==> src/rtl/plat_regs_pkg.sv <==
package plat_regs_pkg;

  localparam int unsigned DEC_W       = 16;
  localparam int unsigned RST_CMD_BIT = 4;

  localparam logic [DEC_W-1:0] OFF_BUILD_ID  = 16'h0000;
  localparam logic [DEC_W-1:0] OFF_CORE_CL   = 16'h0004;
  localparam logic [DEC_W-1:0] OFF_WRAP_CL   = 16'h0008;
  localparam logic [DEC_W-1:0] OFF_RST_CMD   = 16'h0010;
  localparam logic [DEC_W-1:0] OFF_MEM_STAT  = 16'h0014;
  localparam logic [DEC_W-1:0] OFF_LINK_STAT = 16'h0018;
  localparam logic [DEC_W-1:0] OFF_CLK_DIV   = 16'h0030;
  localparam logic [DEC_W-1:0] OFF_BUILD_CFG = 16'h0034;
  localparam logic [DEC_W-1:0] OFF_MEM_CFG   = 16'h0038;

  typedef enum logic [2:0] {
    SEL_ZERO,
    SEL_MEM_STAT,
    SEL_CLK_DIV,
    SEL_BUILD_CFG,
    SEL_MEM_CFG
  } regSel_e;

  typedef struct packed {
    logic    rdLoad;
    regSel_e rdSel;
    logic    rstFire;
    logic    missPulse;
  } strobe_t;

endpackage

==> src/rtl/plat_regs_ctrl.sv <==
module plat_regs_ctrl
  import plat_regs_pkg::*;
#(
  parameter int unsigned ADDR_W = 32,
  parameter int unsigned DATA_W = 32,
  parameter int unsigned SIZE_W = 4
) (
  input  logic              clk,
  input  logic              rstN,
  input  logic [ADDR_W-1:0] busAddr,
  input  logic              busRd,
  input  logic              busWr,
  input  logic [SIZE_W-1:0] busSize,
  input  logic [DATA_W-1:0] busWdata,
  output strobe_t           strobes
);

  localparam logic [SIZE_W-1:0] WORD_BYTES = SIZE_W'(DATA_W / 8);

  logic [DEC_W-1:0] offset;
  logic             fullWord;
  logic             mapped;
  regSel_e          decSel;
  logic             unusedIn;

  assign offset   = busAddr[DEC_W-1:0];
  assign fullWord = (busSize == WORD_BYTES);
  assign unusedIn = ^{busAddr[ADDR_W-1:DEC_W], busWdata};

  always_comb begin
    mapped = 1'b1;
    decSel = SEL_ZERO;
    case (offset)
      OFF_BUILD_ID, OFF_CORE_CL, OFF_WRAP_CL,
      OFF_RST_CMD, OFF_LINK_STAT: decSel = SEL_ZERO;
      OFF_MEM_STAT:  decSel = SEL_MEM_STAT;
      OFF_CLK_DIV:   decSel = SEL_CLK_DIV;
      OFF_BUILD_CFG: decSel = SEL_BUILD_CFG;
      OFF_MEM_CFG:   decSel = SEL_MEM_CFG;
      default:       mapped = 1'b0;
    endcase
  end

  always_comb begin
    strobes           = '0;
    strobes.rdLoad    = busRd;
    strobes.rdSel     = (busRd && fullWord) ? decSel : SEL_ZERO;
    strobes.rstFire   = busWr && fullWord && (offset == OFF_RST_CMD)
                        && busWdata[RST_CMD_BIT];
    strobes.missPulse = (busRd || busWr) && fullWord && !mapped;
  end

  // a narrow access never produces a side-effect strobe
  a_r10_narrow_silent: assert property (@(posedge clk) disable iff (!rstN)
    (busSize != WORD_BYTES) |-> (!strobes.rstFire && !strobes.missPulse));

endmodule

==> src/rtl/plat_regs_data.sv <==
module plat_regs_data
  import plat_regs_pkg::*;
#(
  parameter int unsigned DATA_W = 32,
  parameter int unsigned REF_W  = 8,
  parameter int unsigned MEM_W  = 4
) (
  input  logic              clk,
  input  logic              rstN,
  input  strobe_t           strobes,
  input  logic [REF_W-1:0]  refMhz,
  input  logic [MEM_W-1:0]  memGib,
  output logic [DATA_W-1:0] busRdata,
  output logic              sysRstReq,
  output logic              unmappedHit
);

  localparam int unsigned FLD_W    = 8;
  localparam int unsigned FREQ_LSB = 4;
  localparam int unsigned FREQ_W   = 12;

  logic [DATA_W-1:0] rdWord;

  always_comb begin
    rdWord = '0;
    case (strobes.rdSel)
      SEL_MEM_STAT: begin
        rdWord[0] = 1'b1;
        rdWord[2] = 1'b1;
      end
      SEL_CLK_DIV: begin
        rdWord[0*FLD_W +: FLD_W] = FLD_W'(1);
        rdWord[1*FLD_W +: REF_W] = refMhz;
        rdWord[2*FLD_W +: FLD_W] = FLD_W'(1);
        rdWord[3*FLD_W +: FLD_W] = FLD_W'(1);
      end
      SEL_BUILD_CFG: rdWord[3:1] = 3'b111;
      SEL_MEM_CFG: begin
        rdWord[MEM_W-1:0]               = memGib;
        rdWord[FREQ_LSB +: FREQ_W]      = '1;
      end
      default: rdWord = '0;
    endcase
  end

  always_ff @(posedge clk) begin
    if (!rstN) begin
      busRdata    <= '0;
      sysRstReq   <= 1'b0;
      unmappedHit <= 1'b0;
    end else begin
      if (strobes.rdLoad) busRdata <= rdWord;
      sysRstReq   <= strobes.rstFire;
      unmappedHit <= strobes.missPulse;
    end
  end

  // read data holds when no read is sampled
  a_r13_hold_data: assert property (@(posedge clk) disable iff (!rstN)
    !strobes.rdLoad |=> $stable(busRdata));

endmodule

==> src/rtl/plat_ctrl_regs.sv <==
module plat_ctrl_regs
  import plat_regs_pkg::*;
#(
  parameter int unsigned ADDR_W = 32,
  parameter int unsigned DATA_W = 32,
  parameter int unsigned SIZE_W = 4,
  parameter int unsigned REF_W  = 8,
  parameter int unsigned MEM_W  = 4
) (
  input  logic              clk,
  input  logic              rstN,
  input  logic [ADDR_W-1:0] busAddr,
  input  logic              busRd,
  input  logic              busWr,
  input  logic [SIZE_W-1:0] busSize,
  input  logic [DATA_W-1:0] busWdata,
  output logic [DATA_W-1:0] busRdata,
  input  logic [REF_W-1:0]  refMhz,
  input  logic [MEM_W-1:0]  memGib,
  output logic              sysRstReq,
  output logic              unmappedHit
);

  strobe_t strobes;

  plat_regs_ctrl #(
    .ADDR_W(ADDR_W), .DATA_W(DATA_W), .SIZE_W(SIZE_W)
  ) i_ctrl (
    .clk(clk), .rstN(rstN), .busAddr(busAddr), .busRd(busRd),
    .busWr(busWr), .busSize(busSize), .busWdata(busWdata),
    .strobes(strobes)
  );

  plat_regs_data #(
    .DATA_W(DATA_W), .REF_W(REF_W), .MEM_W(MEM_W)
  ) i_data (
    .clk(clk), .rstN(rstN), .strobes(strobes), .refMhz(refMhz),
    .memGib(memGib), .busRdata(busRdata), .sysRstReq(sysRstReq),
    .unmappedHit(unmappedHit)
  );

  // a reset request only follows a word write of the command bit
  a_r8_cause: assert property (@(posedge clk) disable iff (!rstN)
    sysRstReq |-> $past(busWr && (busSize == SIZE_W'(4))
                        && (busAddr[DEC_W-1:0] == OFF_RST_CMD)
                        && busWdata[RST_CMD_BIT]));

  // a narrow read returns zero
  a_r10_narrow_read_zero: assert property (@(posedge clk) disable iff (!rstN)
    (busRd && (busSize != SIZE_W'(4))) |=> (busRdata == '0));

  // the debug flag only follows a bus access
  a_r12_flag_cause: assert property (@(posedge clk) disable iff (!rstN)
    unmappedHit |-> $past(busRd || busWr));

endmodule

==> config.mk <==
export PLATFORM = sky130hd
export DESIGN_NAME = plat_ctrl_regs
export DESIGN_NICKNAME = d
export VERILOG_FILES = /design/src/rtl/plat_regs_pkg.sv /design/src/rtl/plat_regs_ctrl.sv /design/src/rtl/plat_regs_data.sv /design/src/rtl/plat_ctrl_regs.sv
export SDC_FILE = /design/constraint.sdc
export NUM_CORES = 1
export LEC_CHECK = 0
export BUFFER_PORTS_ARGS = -buffer_cell sky130_fd_sc_hd__buf_2
export CAP_MARGIN = 30
export CELL_PAD_IN_SITES_DETAIL_PLACEMENT = 0
export CELL_PAD_IN_SITES_GLOBAL_PLACEMENT = 1
export CORE_UTILIZATION = 19
export DETAILED_ROUTE_END_ITERATION = 7
export PLACE_DENSITY = 0.82
export SYNTH_ARGS = -nofsm -noshare
export SYNTH_HDL_FRONTEND = slang
export SYNTH_SLANG_ARGS = --single-unit
==> constraint.sdc <==
create_clock -name clk -period 1.5 [get_ports clk]
set_input_delay 0.15 -clock clk [delete_from_list [all_inputs] [get_ports clk]]
set_output_delay 0.15 -clock clk [all_outputs]
set_load 0.05 [all_outputs]
==> impl_metrics.env <==
export IMPL_synth_sequential_area_ratio_pct=34.59
export IMPL_grt_pass1_vias=810
export IMPL_count_of_flip_flops_with_a_built_in_enable_after_synthesis=0
export IMPL_post_drt_via_cell_ratio=4.068
export IMPL_clk_insertion_delay_late_ns=0.24
export IMPL_worstPathCellList="buf_2, nor4_4, nand4_4, or3_1, buf_4, o21ai_1"
export IMPL_yosys_warnings=0
export IMPL_max_cap_violations=0
export IMPL_power_switching_fraction_pct=28.10
export IMPL_chipWidth_um=71.81
export IMPL_timing_critical_path_buf_inv=2
export IMPL_clock_path_buffers=2
export IMPL_cts_max_level=1
export IMPL_timing_critical_path_arrival_ns=1.48
export IMPL_cp_end_kind="flip-flop"
export IMPL_drt_antenna_violating_nets=0
export IMPL_grt_setup_unrepaired="false"
export IMPL_cts_num_sinks=16
export IMPL_min_period_ns=1.309
export IMPL_post_cts_resized_instances=0
export IMPL_vias=895
export IMPL_ir_worst_vdd_mv=0.2128
export IMPL_setup_worst_path_class="in2reg"
export IMPL_drt_drc_violations_left=0
export IMPL_post_synth_cell_area_avg_um2=8.653
export IMPL_post_route_cells_drive_above_1_share_pct=45.18
export IMPL_async_flop_share_pct=0
export IMPL_ys_flop_type="sky130_fd_sc_hd__dfxtp_1"
export IMPL_cts_hold_repair_buffers=0
export IMPL_synthesis_instances=107
export IMPL_finalWeightedCongestion=0.7799
export IMPL_maximum_number_of_pins_on_one_net_before_global_route_repair=14
export IMPL_holdCritPathClass="in2reg"
export IMPL_gr_total_overflow=0
export IMPL_buffer_ports_inserted=56
export IMPL_antenna_found_initial=0
export IMPL_nFillCells=514
export IMPL_die_area_um2=5156
export IMPL_io_pins=118
export IMPL_critical_path_max_stage_delay_ns=0.37
export IMPL_route_detailed_wl_per_inst_um=10.28
export IMPL_cts_reportedPaths_clkPinSlew_ns=0.07
export IMPL_yosys_register_bits=16
export IMPL_ant_diodes=0
export IMPL_grt_total_usage_pct=8.780
export IMPL_power_clock_fraction_pct=38.3
export IMPL_critical_path_top_delay_family="simple AND/OR/NAND/NOR gates"
export IMPL_num_rows=25
export IMPL_cts_tree="built"
export IMPL_number_of_drc_violations_after_detailed_routing_iteration_0=45
export IMPL_number_of_unique_standard_cell_types_used_by_synthesis=29
export IMPL_initial_utilization_pct=19.73
export IMPL_cts_setup_buffers=0
export IMPL_post_layout_total_power_mw=0.9847
export IMPL_outcome="finished, final reports clean"
export IMPL_slowest_stage="sky130_fd_sc_hd__or3_1"
export IMPL_design_core_area_um2=4692
export IMPL_final_setup_margin_ns=0.1909
export IMPL_achievable_frequency_mhz=763.9
export IMPL_netlist_area_um2=925.9
export IMPL_cts_made_buffers=3
export IMPL_sequentialPowerShare_pct=43.2
export IMPL_hpwl_reported_at_the_end_of_detailed_placement_um=1875
export IMPL_total_leakage_power_nw=0.6370
export IMPL_internal_power_mw=0.7080
export IMPL_root_buffer="sky130_fd_sc_hd__clkbuf_8"
export IMPL_timing_critical_path_from_type="primary input"
export IMPL_layout_nets=251
export IMPL_firstDrtPassIters=6
export IMPL_chip_height_um=71.81
export IMPL_finalCritPeriodShare_pct=87.27
export IMPL_timing_final_hold_violations=0
export IMPL_worst_ep_required_time_ns=1.67
export IMPL_timing_clock_skew_ns=0
export IMPL_timing_final_setup_violations=0
export IMPL_p_per_area_nw_per_um2=771.5
export IMPL_wirelength_um=2261
export IMPL_post_route_insts_no_fill=220
export IMPL_switching_power_mw=0.2766
export IMPL_crit_path_max_fanout=9
export IMPL_area_growth_synth_to_final_pct=37.84
export IMPL_power_combinational_fraction_pct=18.5
export IMPL_report_final_slew_viol_count=0
export IMPL_wire_length_of_the_first_global_routing_pass_um=3553
export IMPL_placement_setup_worst_slack_ns=-0.08268
export IMPL_post_place_cells=216
## final timing paths
path	cells after the start	slack, ns	end	start
min reg2reg	2	0.44	i_data.busRdata[14]$_SDFFE_PN0P_	i_data.busRdata[14]$_SDFFE_PN0P_
max reg2reg	3	0.81	i_data.busRdata[0]$_SDFFE_PN0P_	i_data.busRdata[0]$_SDFFE_PN0P_
max	6	0.19	i_data.busRdata[10]$_SDFFE_PN0P_	busAddr[7]
min	2	0.10	i_data.busRdata[1]$_SDFFE_PN0P_	memGib[1]
## logic make-up after synthesis
logic type / count (synthesis) / synth area share, %
AO/OA/AOI/OAI: 28 / 18.38
XOR/XNOR: 1 / 0.9461
buffers and inverters: 25 / 18.65
flip-flops: 16 / 34.59
other: 1 / 0.4050
AND/OR/NAND/NOR: 36 / 27.03
## layer usage
metal	global-route usage, %	vias to the layer above	share of wire, %
li1	-	455	-
met1	11.02	391	42
met2	14.88	47	48
met3	1.266	2	8.8
met4	3.922	0	1.3
met5	0	-	0
## Yosys cell counts (2+ instances only)
library cell | count | area (µm²)
sky130_fd_sc_hd__inv_1 | 3 | 11.26
sky130_fd_sc_hd__nand2_1 | 14 | 52.55
sky130_fd_sc_hd__nor2b_1 | 2 | 12.51
sky130_fd_sc_hd__o21ai_1 | 7 | 35.03
sky130_fd_sc_hd__buf_4 | 19 | 142.6
sky130_fd_sc_hd__o31ai_1 | 4 | 30.03
sky130_fd_sc_hd__o21ai_0 | 8 | 40.04
sky130_fd_sc_hd__nor4_4 | 2 | 42.54
sky130_fd_sc_hd__a21oi_1 | 2 | 10.01
sky130_fd_sc_hd__clkbuf_1 | 2 | 7.510
sky130_fd_sc_hd__nor2_1 | 4 | 15.01
sky130_fd_sc_hd__or3_1 | 2 | 12.51
sky130_fd_sc_hd__nand2b_1 | 2 | 12.51
sky130_fd_sc_hd__a21o_1 | 4 | 30.03
sky130_fd_sc_hd__dfxtp_1 | 16 | 320.3
sky130_fd_sc_hd__nand3_1 | 3 | 15.01
## placed cells by master, fill, tap and decap left out
cell type,instances
sky130_fd_sc_hd__a221oi_1,1
sky130_fd_sc_hd__and3b_1,1
sky130_fd_sc_hd__nor3_4,1
sky130_fd_sc_hd__nand4_1,1
sky130_fd_sc_hd__nand2_1,14
sky130_fd_sc_hd__nor4b_2,1
sky130_fd_sc_hd__o21ai_2,1
sky130_fd_sc_hd__inv_1,3
sky130_fd_sc_hd__a21oi_1,2
sky130_fd_sc_hd__nor2_1,4
sky130_fd_sc_hd__buf_4,8
sky130_fd_sc_hd__xor2_1,1
sky130_fd_sc_hd__nor4_2,1
sky130_fd_sc_hd__or3_1,2
sky130_fd_sc_hd__dfxtp_1,16
sky130_fd_sc_hd__conb_1,14
sky130_fd_sc_hd__o31ai_1,4
sky130_fd_sc_hd__buf_2,56
sky130_fd_sc_hd__o21ai_0,8
sky130_fd_sc_hd__o211ai_1,1
sky130_fd_sc_hd__nand3_1,3
sky130_fd_sc_hd__a21o_1,4
sky130_fd_sc_hd__nor2b_1,2
sky130_fd_sc_hd__clkbuf_8,4
sky130_fd_sc_hd__or4_1,1
sky130_fd_sc_hd__o21ai_1,7
sky130_fd_sc_hd__nand2b_1,2
sky130_fd_sc_hd__nand4_4,1
sky130_fd_sc_hd__nor4_4,2
## metrics by stage
stage	utilization (%)	setup TNS (ns)	instance area (µm²)	hold WS, ns
floorplan	-	0	974.7	0.2179
global placement	26.03	-0.1765	1221	0.3463
detailed placement	26.03	-0.4443	1221	0.3557
CTS	27.20	0	1276	0.09949
global route	27.20	0	1276	0.1031
finish	27.20	0	1276	0.1010
## power groups by stage
stage                     combinational [mW]  clock (mW)  sequential [mW]
after detailed placement               0.184           0            0.435
after global placement                 0.181           0            0.435
after CTS                              0.184       0.392            0.425
after global routing                   0.196       0.418            0.425
final                                  0.182       0.377            0.425
after floorplan                        0.137           0            0.436
## area by class of cell
cell class	instances	area, µm²	area share, %
Clock buffer	4	55.05	4.314
Tap cell	54	67.56	5.294
Sequential cell	16	320.3	25.10
Inverter	3	11.26	0.8824
Multi-Input combinational cell	79	481.7	37.75
Timing Repair Buffer	64	340.3	26.67
## sequential cells by signal, indices dropped and copies added, names as in the netlist
signal / flops
i_data.busRdata: 14
i_data.sysRstReq: 1
i_data.unmappedHit: 1
No activity file was read; power rests on OpenSTA's default activity.
